### src/rtl/bbEepromPkg.sv
package bbEepromPkg;

  localparam int WORD_W     = 16;
  localparam int WORD_COUNT = 64;
  localparam int ADDR_W     = 8;
  localparam int OP_W       = 8;
  localparam int STATUS_W   = 8;
  localparam int SEL_W      = $clog2(WORD_W);

  localparam logic [OP_W-1:0]   OP_READ     = 8'h03;
  localparam logic [OP_W-1:0]   OP_STATUS   = 8'h05;
  localparam logic [WORD_W-1:0] SUM_TARGET  = 16'hBABA;

  typedef enum logic [1:0] {
    PH_OP   = 2'd0,
    PH_ADDR = 2'd1,
    PH_DATA = 2'd2
  } seqPhase_t;

  // strobes from sequencer to datapath
  typedef struct packed {
    logic             addrShift;
    logic             addrClear;
    logic             bitLoad;
    logic             bitZero;
    logic             shiftIn;
    logic [SEL_W-1:0] bitSel;
  } seqStrobe_t;

  function automatic logic [WORD_W-1:0] seedWord(input int idx);
    case (idx)
      0:       return 16'hA4A4;
      1:       return 16'hB6B6;
      2:       return 16'hC8C8;
      default: return '0;
    endcase
  endfunction

  // last word balances the sum of the table to SUM_TARGET
  function automatic logic [WORD_W-1:0] romWord(input int idx);
    logic [WORD_W-1:0] acc;
    acc = '0;
    if (idx != WORD_COUNT - 1) return seedWord(idx);
    for (int i = 0; i < WORD_COUNT - 1; i++) acc = acc + seedWord(i);
    return SUM_TARGET - acc;
  endfunction

endpackage

### src/rtl/bbEepromData.sv
module bbEepromData
  import bbEepromPkg::*;
#(
  parameter int WORDS  = WORD_COUNT,
  parameter int WIDTH  = WORD_W,
  parameter int AWIDTH = ADDR_W
) (
  input  logic       clk,
  input  logic       rstN,
  input  seqStrobe_t strb,
  output logic       doBit,
  output logic       idxOver
);

  localparam int IDX_W = $clog2(WORDS);
  localparam logic [SEL_W-1:0] TOP_BIT = SEL_W'(WIDTH - 1);

  logic [AWIDTH-1:0] addrReg;
  logic [WIDTH-1:0]  romTable [WORDS];
  logic [WIDTH-1:0]  curWord;

  for (genvar g = 0; g < WORDS; g++) begin : g_rom
    assign romTable[g] = romWord(g);
  end

  always_comb begin
    idxOver = (int'(addrReg[AWIDTH-1:1]) >= WORDS);
    curWord = idxOver ? '0 : romTable[addrReg[IDX_W:1]];
  end

  always_ff @(posedge clk) begin
    if (!rstN) begin
      addrReg <= '0;
      doBit   <= 1'b0;
    end else begin
      if (strb.addrClear)
        addrReg <= '0;
      else if (strb.addrShift)
        addrReg <= {addrReg[AWIDTH-2:0], strb.shiftIn};

      if (strb.bitLoad)
        doBit <= curWord[TOP_BIT - strb.bitSel];
      else if (strb.bitZero)
        doBit <= 1'b0;
    end
  end

endmodule

### src/rtl/bbEepromCtrl.sv
module bbEepromCtrl
  import bbEepromPkg::*;
(
  input  logic       clk,
  input  logic       rstN,
  input  logic       wrEn,
  input  logic       wrSk,
  input  logic       wrDi,
  input  logic       wrReq,
  input  logic       idxOver,
  output seqStrobe_t strb,
  output logic       grantBit,
  output logic       errFlag
);

  logic             skPrev;
  logic             skRise;
  seqPhase_t        phase;
  logic [SEL_W-1:0] bitCnt;
  logic [OP_W-1:0]  opcode;
  logic [OP_W-1:0]  nextOp;
  logic             isRead;
  logic             lastOpBit;
  logic             lastAddrBit;
  logic             lastDataBit;

  always_comb begin
    skRise      = wrEn && wrSk && !skPrev;
    isRead      = (opcode == OP_READ);
    nextOp      = {opcode[OP_W-2:0], wrDi};
    lastOpBit   = (bitCnt == SEL_W'(OP_W - 1));
    lastAddrBit = (bitCnt == SEL_W'(ADDR_W - 1));
    lastDataBit = isRead ? (bitCnt == SEL_W'(WORD_W - 1))
                         : (bitCnt == SEL_W'(STATUS_W - 1));
  end

  always_comb begin
    strb         = '0;
    strb.shiftIn = wrDi;
    strb.bitSel  = bitCnt;
    if (skRise) begin
      case (phase)
        PH_ADDR: strb.addrShift = 1'b1;
        PH_DATA: begin
          strb.bitLoad   = isRead;
          strb.bitZero   = !isRead;
          strb.addrClear = lastDataBit;
        end
        default: ;
      endcase
    end
  end

  always_ff @(posedge clk) begin
    if (!rstN) begin
      skPrev   <= 1'b0;
      grantBit <= 1'b0;
      errFlag  <= 1'b0;
      phase    <= PH_OP;
      bitCnt   <= '0;
      opcode   <= '0;
    end else begin
      if (wrEn) begin
        skPrev   <= wrSk;
        grantBit <= wrReq;
      end
      if (skRise) begin
        case (phase)
          PH_OP: begin
            opcode <= nextOp;
            if (lastOpBit) begin
              bitCnt <= '0;
              if (nextOp == OP_READ)
                phase <= PH_ADDR;
              else if (nextOp == OP_STATUS)
                phase <= PH_DATA;
              else begin
                errFlag <= 1'b1;
                opcode  <= '0;
              end
            end else begin
              bitCnt <= bitCnt + 1'b1;
            end
          end
          PH_ADDR: begin
            if (lastAddrBit) begin
              bitCnt <= '0;
              phase  <= PH_DATA;
            end else begin
              bitCnt <= bitCnt + 1'b1;
            end
          end
          PH_DATA: begin
            if (isRead && idxOver) errFlag <= 1'b1;
            if (lastDataBit) begin
              bitCnt <= '0;
              opcode <= '0;
              phase  <= PH_OP;
            end else begin
              bitCnt <= bitCnt + 1'b1;
            end
          end
          default: begin
            bitCnt <= '0;
            phase  <= PH_OP;
          end
        endcase
      end
    end
  end

endmodule

### src/rtl/bbEeprom.sv
module bbEeprom
  import bbEepromPkg::*;
(
  input  logic clk,
  input  logic rstN,
  input  logic wrEn,
  input  logic wrSk,
  input  logic wrDi,
  input  logic wrReq,
  output logic doBit,
  output logic grantBit,
  output logic errFlag
);

  seqStrobe_t strb;
  logic       idxOver;

  bbEepromCtrl i_ctrl (
    .clk      (clk),
    .rstN     (rstN),
    .wrEn     (wrEn),
    .wrSk     (wrSk),
    .wrDi     (wrDi),
    .wrReq    (wrReq),
    .idxOver  (idxOver),
    .strb     (strb),
    .grantBit (grantBit),
    .errFlag  (errFlag)
  );

  bbEepromData #(
    .WORDS  (WORD_COUNT),
    .WIDTH  (WORD_W),
    .AWIDTH (ADDR_W)
  ) i_data (
    .clk     (clk),
    .rstN    (rstN),
    .strb    (strb),
    .doBit   (doBit),
    .idxOver (idxOver)
  );

endmodule

### config.mk
export PLATFORM = sky130hd
export DESIGN_NAME = bbEeprom
export DESIGN_NICKNAME = d
export VERILOG_FILES = /design/src/rtl/bbEepromPkg.sv /design/src/rtl/bbEepromData.sv /design/src/rtl/bbEepromCtrl.sv /design/src/rtl/bbEeprom.sv
export SDC_FILE = /design/constraint.sdc
export NUM_CORES = 1
export LEC_CHECK = 0
export ABC_CLOCK_PERIOD_IN_PS = 2200
export BUFFER_PORTS_ARGS = -buffer_cell sky130_fd_sc_hd__buf_2
export CORE_MARGIN = 5
export CORE_UTILIZATION = 43
export DETAILED_ROUTE_END_ITERATION = 16
export SYNTH_ARGS = -nofsm -noshare
export SYNTH_HDL_FRONTEND = slang
export SYNTH_HIERARCHICAL = 1
export SYNTH_SLANG_ARGS = --single-unit
### constraint.sdc
create_clock -name clk -period 2.2 [get_ports clk]
set_input_delay 0.11 -clock clk [delete_from_list [all_inputs] [get_ports clk]]
set_output_delay 0.11 -clock clk [all_outputs]
set_load 0.02 [all_outputs]
==> reports/metrics.cfg, run 1 <==
[run_status]
status = finished, final reports clean

[clock_tree]
ctsHoldBuffers = 0
cts_resized = 0
htreeDepth = 1
cts_tree = yes
clockBufferDepth = 2
cts_sinks = 26
cts-buffers-inserted = 3
post_cts_buffers = 0
cts-root-buf = clkbuf_4
clkTransAtPathRegs_ps = 140
clock_latency_ps = 320

[yosys]
synth_area_leaders = dfxtp_1 36%, mux2i_1 13%, nand2_1 7.1%
synth_nets = 175
ys_seq_elements = 26
yosysWarningCount = 6
yosysUniqueCellTypes = 48
syn_area_per_cell_um2 = 8.55
synthDominantCellAreaShare = 0.362
syn_area_um2 = 1440
synth_top_area_cell = dfxtp_1
synthCells = 168
ys_seq_area_frac = 0.362

[final_layout]
nFillCells = 354
n_antenna_cell = 0
syn_to_final_growth_pct = 7.14
drive_gt1_frac = 0.162
finalNetCount = 181
design_area_um2 = 1540

[setup_path]
cp.depth = 6
critPathMaxStageDelay_ps = 530
crit_chain = or4b_4 > nor2_4 > nor2_1 > or4bb_1 > o41ai_1 > a21boi_1
crit_family = simple AND/OR/NAND/NOR gates
rr_worst_depth = 6
r2r-start = i_ctrl/opcode[1]$_SDFFE_PN0P_
crit_path_end_kind = register
r2r_end = i_data/doBit$_SDFFE_PN0P_
crit_required_ps = 2450
crit_buf_inv = 0
critPathLaunch = i_ctrl/opcode[1]$_SDFFE_PN0P_
cp-start-kind = register
ff2ff_setup_slack_ps = 190
critical_path_class = register to register
cp_max_fo = 6
slowest_stage = or4b_4
crit_arrival_ps = 2260
cp-endpoint = i_data/doBit$_SDFFE_PN0P_

[min_path]
hold_start = wrReq
worstHoldPathType = input port to register

[die]
die-area_um2 = 4600
fp.dieW_um = 67.8
die_h_um = 67.8
rows = 21
start_util = 0.437
io_pins = 9
core-area_um2 = 3280

[sta]
clock_skew_ps = 9.56
layout_setup_ws_ps = 188
worst_pin_slew_ps = 457
fin_crit_sh = 0.914
relSlewSlack = 0.687
finalSetupViolations = 0
tns_ps = 0
fmax_mhz = 497
period_minus_slack_ps = 2010
rsz0062_at_grt = false
hold_viol = 0
drv_slew = 0

[grt]
overflow = 0
grt_max_degree = 20
grt_usage = 0.146
grt_pass1_wl_um = 5130
grt_pass1_vias = 1153
grt_antenna_before_repair = 0

[detailed_routing]
routed_wl_um = 2910
antenna_left = 0
first_pass_iters = 4
drt_iter0_markers = 98
vias = 1184
viasPerCell = 5.41
wl_per_cell_um = 13.3
drc = 0

[placement]
place_ws_ps = 232
io_buffers = 8
gp_congestion = 0.781
place.detailed.hpwl_um = 2180
dpl-instance-area_um2 = 1500

[power]
finalPower_uw = 782
ir_drop_v = 0.000188
power_density_nw_per_um2 = 508
leakage_uw = 0.000542

[run]
cap_violations = 0

[where the power goes]
group          switching [uW]  internal, uW
clock network             135           101
registers                5.40           476
logic                    37.5          25.8
total                     178           603
[cell type report]
cell class	instances	area [um2]	area share
Multi-Input combinational cell	127	840	0.546
Sequential cell	26	520	0.338
Clock buffer	4	36.3	0.0236
Tap cell	46	57.6	0.0374
Inverter	4	15.0	0.00976
Timing Repair Buffer	12	70.1	0.0455
[state kept, by name, summed over array words and instances, names as in the netlist]
register and count:
i_ctrl/bitCnt 4, i_ctrl/opcode 8, i_ctrl/skPrev 1, i_ctrl/grantBit 1, i_data/addrReg 8, i_data/doBit 1, i_ctrl/phase 2, i_ctrl/errFlag 1
[kinds of logic (layout without fill, tap and decap cells)]
kind of cell	after synthesis	count (layout)	share of synthesized area
AO/OA/AOI/OAI	29	29	0.149
XOR/XNOR	2	2	0.0122
adder cells (fa/ha/maj)	1	1	0.00871
buffers and inverters	15	20	0.0531
flip-flops	26	26	0.362
multiplexers	19	19	0.132
AND/OR/NAND/NOR	76	76	0.282
[stage by stage]
stage	utilization	cells	hold slack, ps
final	0.469	219	22.6
after global routing	0.469	219	68.7
after CTS	0.469	219	9.68
after detailed placement	0.458	215	364
after global placement	0.458	215	355
after floorplan	-	168	257
[worst min-delay path: stages]
cell     delay (ps)
buf_2            80
mux2i_1          60
nor2_1           70
[cells in the mapped netlist (all sizes together)]
library cell and count:
a2111oi 2, a211o 1, a211oi 1, a21boi 2, a21oi 6, a221oi 1, a22oi 1, a31oi 2
and2 1, and3 1, buf 6, clkbuf 5, dfxtp 26, ha 1, inv 4, mux2i 19
nand2 27, nand2b 2, nand3 4, nand3b 1, nand4 3, nand4b 1, nor2 20, nor3 5
nor3b 2, o211ai 4, o21a 4, o21ai 2, o31a 1, o32ai 1, o41ai 1, or2 2
or3b 2, or4 2, or4b 2, or4bb 1, xnor2 2
[worst min-delay path by stage]
stage / endpoint / slack, ps / depth (start not counted)
final: i_ctrl/grantBit$_SDFFE_PN0P_ / 20 / 3
after detailed placement: i_ctrl/grantBit$_SDFFE_PN0P_ / 360 / 3
after global placement: i_ctrl/grantBit$_SDFFE_PN0P_ / 350 / 3
after global routing: i_data/addrReg[0]$_SDFFE_PP0P_ / 70 / 3
after floorplan: i_ctrl/grantBit$_SDFFE_PN0P_ / 260 / 2
after CTS: i_ctrl/grantBit$_SDFFE_PN0P_ / 10 / 3
[cells in the final DEF (no fill, tap or decap), types with 2 or more instances in the layout]
cell type / count
xnor2_1: 2
clkbuf_4: 3
dfxtp_1: 26
a21boi_1: 2
nand2_1: 27
or4_4: 2
a21oi_1: 5
nor2_1: 18
a2111oi_0: 2
or4b_4: 2
nand4_1: 3
buf_4: 4
nand3_1: 4
buf_2: 8
o21a_1: 4
nor3_1: 5
o211ai_1: 4
inv_1: 3
nand2b_1: 2
mux2i_1: 19
a31oi_1: 2
[per-layer routing]
layer  vias up  share of wire  routed length (um)  global-route usage
li1        606              -                   -                   -
met1       566           0.49                1440               0.186
met2        10           0.48                1390               0.249
met3         2          0.024                  71              0.0200
met4         0         0.0058                  17              0.0521
met5         -              0                   0                   0
(Power assumes the default switching activity.)
==> run 2, diff against run 1 <==
ABC_AREA = 1   (was default)
BUFFER_PORTS_ARGS = default   (was -buffer_cell sky130_fd_sc_hd__buf_2)
DONT_BUFFER_PORTS = 1   (was default)
==> run 2 against run 1 <==
- largest cell class unchanged
- first-iteration DRC count up 9.2%
- clock skew down 0.84 ps
- hold slack worse by 8.1 ps
- final cell count up 30%
- die area up 8.3%
- design area up 11%
- critical path depth up 4
- total power up 27%
==> reports/metrics.cfg, run 2 <==
[run_status]
status = finished, final reports clean

[sta]
period_minus_slack_ps = 1740
hold_viol = 0
finalSetupViolations = 0
drv_slew = 0
rsz0062_at_grt = false
clock_skew_ps = 8.72
fin_crit_sh = 0.789
layout_setup_ws_ps = 464
holdWs_ps = 14.5
relSlewSlack = 0.641
worst_pin_slew_ps = 536
fmax_mhz = 576
tns_ps = 0

[final_layout]
multiInputGateArea_um2 = 888
finalNetCount = 244
syn_to_final_growth_pct = 7.94
drive_gt1_frac = 0.195
final_core_util = 0.472
most-common-layout-cells = 45 x nand2_1, 38 x nor2_1, 26 x dfxtp_1
nFillCells = 360
n_antenna_cell = 0
final_common_cell = nand2_1
seqCellArea_um2 = 520
fin_cells = 284
top_regs = i_ctrl/opcode: 8 flops, i_data/addrReg: 8 flops, i_ctrl/bitCnt: 4 flops

[detailed_routing]
viasPerCell = 4.83
wl_per_cell_um = 11.1
drc = 0
routed_wl_um = 3160
antenna_left = 0
vias = 1371
drt_iter0_markers = 107
first_pass_iters = 4

[yosys]
yosysMostFrequentCell = nand2_1
ys_seq_elements = 26
synthDominantCellAreaShare = 0.330
synth_top_area_cell = dfxtp_1
syn_area_per_cell_um2 = 6.74
yosys_most_used_dff = dfxtp_1
synthCells = 234
syn_area_um2 = 1580
yosysWarningCount = 6
synth_edf_count = 0
ys_seq_area_frac = 0.330
synth.top_cells.by_count = 45 x nand2_1, 38 x nor2_1, 26 x dfxtp_1
synth_nets = 241
yosysUniqueCellTypes = 28
synth_area_leaders = dfxtp_1 33%, nand2_1 11%, nor2_1 9.0%
synthArstFlopShare = 0

[clock_tree]
ctsHoldBuffers = 3
post_cts_buffers = 0
cts_resized = 0
cts-root-buf = clkbuf_8
cts_sinks = 26
cts-buffers-inserted = 3
cts_tree = yes
htreeDepth = 1
clkTransAtPathRegs_ps = 90
clockBufferDepth = 2
clock_latency_ps = 270

[grt]
grt_usage = 0.134
grt_antenna_before_repair = 0
grt_max_degree = 16
overflow = 0
grt_pass1_wl_um = 5510
grt_pass1_vias = 1289

[setup_path]
slowest_stage = dfxtp_1
r2r_end = i_ctrl/opcode[1]$_SDFFE_PN0P_
crit_family = simple AND/OR/NAND/NOR gates
r2r-start = i_ctrl/bitCnt[1]$_SDFFE_PN0P_
rr_worst_depth = 10
cp-start-kind = register
critPathMaxStageDelay_ps = 490
crit_required_ps = 2360
ff2ff_setup_slack_ps = 460
cp_max_fo = 13
crit_path_end_kind = register
critical_path_class = register to register
crit_buf_inv = 1
crit_chain = ha_1 > nand2_1 > nor2_1 > nand3_2 > nand3_4 > nand2_4 > inv_2 > nand2_1 > o21ai_1 > nor2_1
crit_arrival_ps = 1900

[die]
core-area_um2 = 3610
io_pins = 9
start_util = 0.437
rows = 22
die-area_um2 = 4980
die_h_um = 70.6
fp.dieW_um = 70.6

[placement]
place.detailed.hpwl_um = 2310
place_inst = 277
place_ws_ps = 488
io_buffers = 0
gp_congestion = 0.829

[min_path]
holdPathEnd = i_ctrl/skPrev$_SDFFE_PN0P_
hold_start = wrEn
worstHoldPathType = input port to register
min_path_cells = 3

[power]
power_density_nw_per_um2 = 584
leakage_uw = 0.000672
ir_drop_v = 0.000276

[run]
cap_violations = 0

-- run 2: worst min-delay path, stage by stage --
cell	delay, ps
inv_1	30
nand2_1	50
a21oi_1	50
-- run 2: cell families after synthesis --
group,count (synthesis),share of synthesized area
compound gates,44,0.177
buf+inv,39,0.106
simple gates,124,0.379
flops,26,0.330
fa+ha+maj,1,0.00794
-- run 2: stage by stage --
stage	power, uW	cell area, um2
6_report	994	1700
4_1_cts	1010	1700
5_1_grt	1040	1700
3_5_place_dp	601	1600
2_1_floorplan	595	1580
3_3_place_gp	602	1600
-- run 2: how the worst max path moves through the flow --
stage                                             start                             end  slack [ps]  cells after the start
after global routing      i_ctrl/bitCnt[1]$_SDFFE_PN0P_   i_ctrl/opcode[1]$_SDFFE_PN0P_         270                     10
after global placement    i_ctrl/bitCnt[1]$_SDFFE_PN0P_   i_ctrl/opcode[1]$_SDFFE_PN0P_         530                     10
after detailed placement  i_ctrl/bitCnt[1]$_SDFFE_PN0P_   i_ctrl/opcode[1]$_SDFFE_PN0P_         490                     10
after CTS                 i_ctrl/bitCnt[1]$_SDFFE_PN0P_    i_ctrl/phase[0]$_SDFFE_PN0P_         480                     10
after floorplan           i_ctrl/bitCnt[1]$_SDFFE_PN0P_  i_data/addrReg[3]$_SDFFE_PP0P_         590                      8
final                     i_ctrl/bitCnt[1]$_SDFFE_PN0P_   i_ctrl/opcode[1]$_SDFFE_PN0P_         460                     10
-- run 2: area by class of cell --
cell class / instances / share of cell area
multi-input cells: 169 / 0.522
clock inverters: 1 / 0.0176
repair buffers: 4 / 0.0221
inverters: 33 / 0.0728
clock buffers: 3 / 0.0243
well taps: 48 / 0.0353
flip-flops and latches: 26 / 0.306
-- run 2: routing by layer --
metal	vias to the layer above	share of wire	global-route usage
met2	15	0.47	0.235
met4	0	0.0073	0.0376
met1	597	0.49	0.166
met3	2	0.029	0.0298
li1	757	-	-
met5	-	0	0
-- run 2: power breakdown --
part / leakage, uW / switching, uW / internal [uW]
registers: 0.000211 / 12.4 / 485
clock network: 0.0000357 / 154 / 244
logic: 0.000425 / 64.5 / 35.5
total: 0.000672 / 231 / 764
==> run 3, diff against run 2 <==
ABC_AREA = 0   (was 1)
ABC_CLOCK_PERIOD_IN_PS = 1400   (was 2200)
clock period = 1.4 ns   (was 2.2 ns; I/O delays follow)
==> run 3 against run 2 <==
- flip-flop and latch count unchanged
- setup slack lost 1100 ps
- critical path depth fell by 4
- maximum frequency fell by 13%
- clock skew down 2.9 ps
- design area grew 10%
- the flow now finishes with violations (negative setup slack)
- utilization rose by 9.8 points
- hold slack better by 39 ps
- largest cell class unchanged
- sequential power up 52%
- sequential share of layout area shrank 2.4 points
- highest routed layer unchanged
- largest power group unchanged
==> reports/metrics.cfg, run 3 (same netlist as run 1, synthesis figures left out) <==
[placement]
place.detailed.hpwl_um = 2490
gp_congestion = 0.830
place_ws_ps = -519
io_buffers = 0
place_inst = 239

[clock_tree]
clockBufferDepth = 2
cts_sinks = 26
clock_latency_ps = 330
cts_tree = yes
clkTransAtPathRegs_ps = 140
cts-root-buf = clkbuf_4
cts-buffers-inserted = 3
htreeDepth = 1

[final_layout]
multiInputGateArea_um2 = 868
most-common-layout-cells = 36 x buf_4, 27 x nand2_1, 21 x dfxtp_1
top_regs = i_ctrl/opcode: 8 flops, i_data/addrReg: 8 flops, i_ctrl/bitCnt: 4 flops
drive_gt1_frac = 0.312
fin_cells = 251
final_common_cell = buf_4
seqCellArea_um2 = 527
nFillCells = 324
syn_to_final_growth_pct = 30.3
n_antenna_cell = 0
finalNetCount = 214

[sta]
clock_skew_ps = 5.78
worst_pin_slew_ps = 662
fmax_mhz = 502
layout_setup_ws_ps = -593
period_minus_slack_ps = 1990
tns_ps = -10120
finalSetupViolations = 23
relSlewSlack = 0.557
hold_viol = 0
drv_slew = 0
fin_crit_sh = 1.42
rsz0062_at_grt = true
holdWs_ps = 53.5

[setup_path]
crit_path_end_kind = register
cp_max_fo = 3
slowest_stage = or4b_4
crit_required_ps = 1680
crit_arrival_ps = 2270
crit_family = simple AND/OR/NAND/NOR gates
crit_buf_inv = 1
critical_path_class = register to register
critPathMaxStageDelay_ps = 570
crit_chain = or4b_4 > buf_4 > nor3_1 > nand2_1 > o41ai_2 > a21boi_2
cp-start-kind = register

[die]
die_h_um = 67.8
rows = 21
die-area_um2 = 4600
start_util = 0.437
core-area_um2 = 3280
fp.dieW_um = 67.8
io_pins = 9

[detailed_routing]
routed_wl_um = 3480
viasPerCell = 5.29
antenna_left = 0
wl_per_cell_um = 13.9
drt_iter0_markers = 68
vias = 1327
first_pass_iters = 4
drc = 0

[power]
ir_drop_v = 0.000413
power_density_nw_per_um2 = 647
leakage_uw = 0.000723
finalPower_uw = 1210

[run]
cap_violations = 0

[run_status]
violations = negative setup slack
status = finished, violations left

[grt]
grt_max_degree = 17
grt_usage = 0.173
grt_pass1_vias = 1322
overflow = 0
grt_pass1_wl_um = 6000
grt_antenna_before_repair = 0

[min_path]
worstHoldPathType = input port to register

## run 3: changes by cell type in the layout (fill, tap and decap cells not counted), moves of 7 or more
cell,change
buf_4,+35
inv_1,-20
nor2_1,-20
mux2i_1,+19
nand2_1,-18
nand3_1,-11
a21oi_1,-10
inv_2,-9
o21ai_0,-7
## run 3: report_power, final
group / switching (uW) / internal (uW)
Combinational: 65.2 / 62.4
Sequential: 7.64 / 748
Clock: 227 / 101
Total: 300 / 912
## run 3: cell type report
class / instances / share of cell area
Timing Repair Buffer: 45 / 0.204
Tap cell: 46 / 0.0307
Clock buffer: 3 / 0.0120
Sequential cell: 26 / 0.281
Multi-Input combinational cell: 127 / 0.464
Inverter: 4 / 0.00802
## run 3: worst paths after layout
kind,depth (start not counted),end,startpoint,slack [ps]
min,3,i_ctrl/opcode[1]$_SDFFE_PN0P_,rstN,50
max,6,i_data/doBit$_SDFFE_PN0P_,i_ctrl/opcode[2]$_SDFFE_PN0P_,-590
min reg2reg,2,i_ctrl/opcode[7]$_SDFFE_PN0P_,i_ctrl/opcode[7]$_SDFFE_PN0P_,480
max reg2reg,6,i_data/doBit$_SDFFE_PN0P_,i_ctrl/opcode[2]$_SDFFE_PN0P_,-590
## run 3: tightest hold or removal path: cells and delay by family
kind	cells	cell delay [ps]
muxes	1	60
AOI/OAI and AO/OA	2	230
## run 3: layer usage
metal,track usage,vias up,part of all wire
met2,0.296,17,0.49
met5,0,-,0
li1,-,673,-
met3,0.0300,5,0.037
met1,0.212,632,0.45
met4,0.0695,0,0.018
## run 3: metrics by stage
step	utilization	cell area (um2)
after floorplan	-	1450
after global placement	0.527	1730
after detailed placement	0.527	1730
after CTS	0.568	1860
after global routing	0.570	1870
final	0.570	1870
## run 3: timing repair
item / CTS / global route
buffers inserted: 3 / 0
endpoints found under the setup margin: 23 / 23
gates resized for setup: 8 / 1
pin swaps: 6 / 3
hold buffers: 6 / 0
endpoints found under the hold margin: 25 / 0
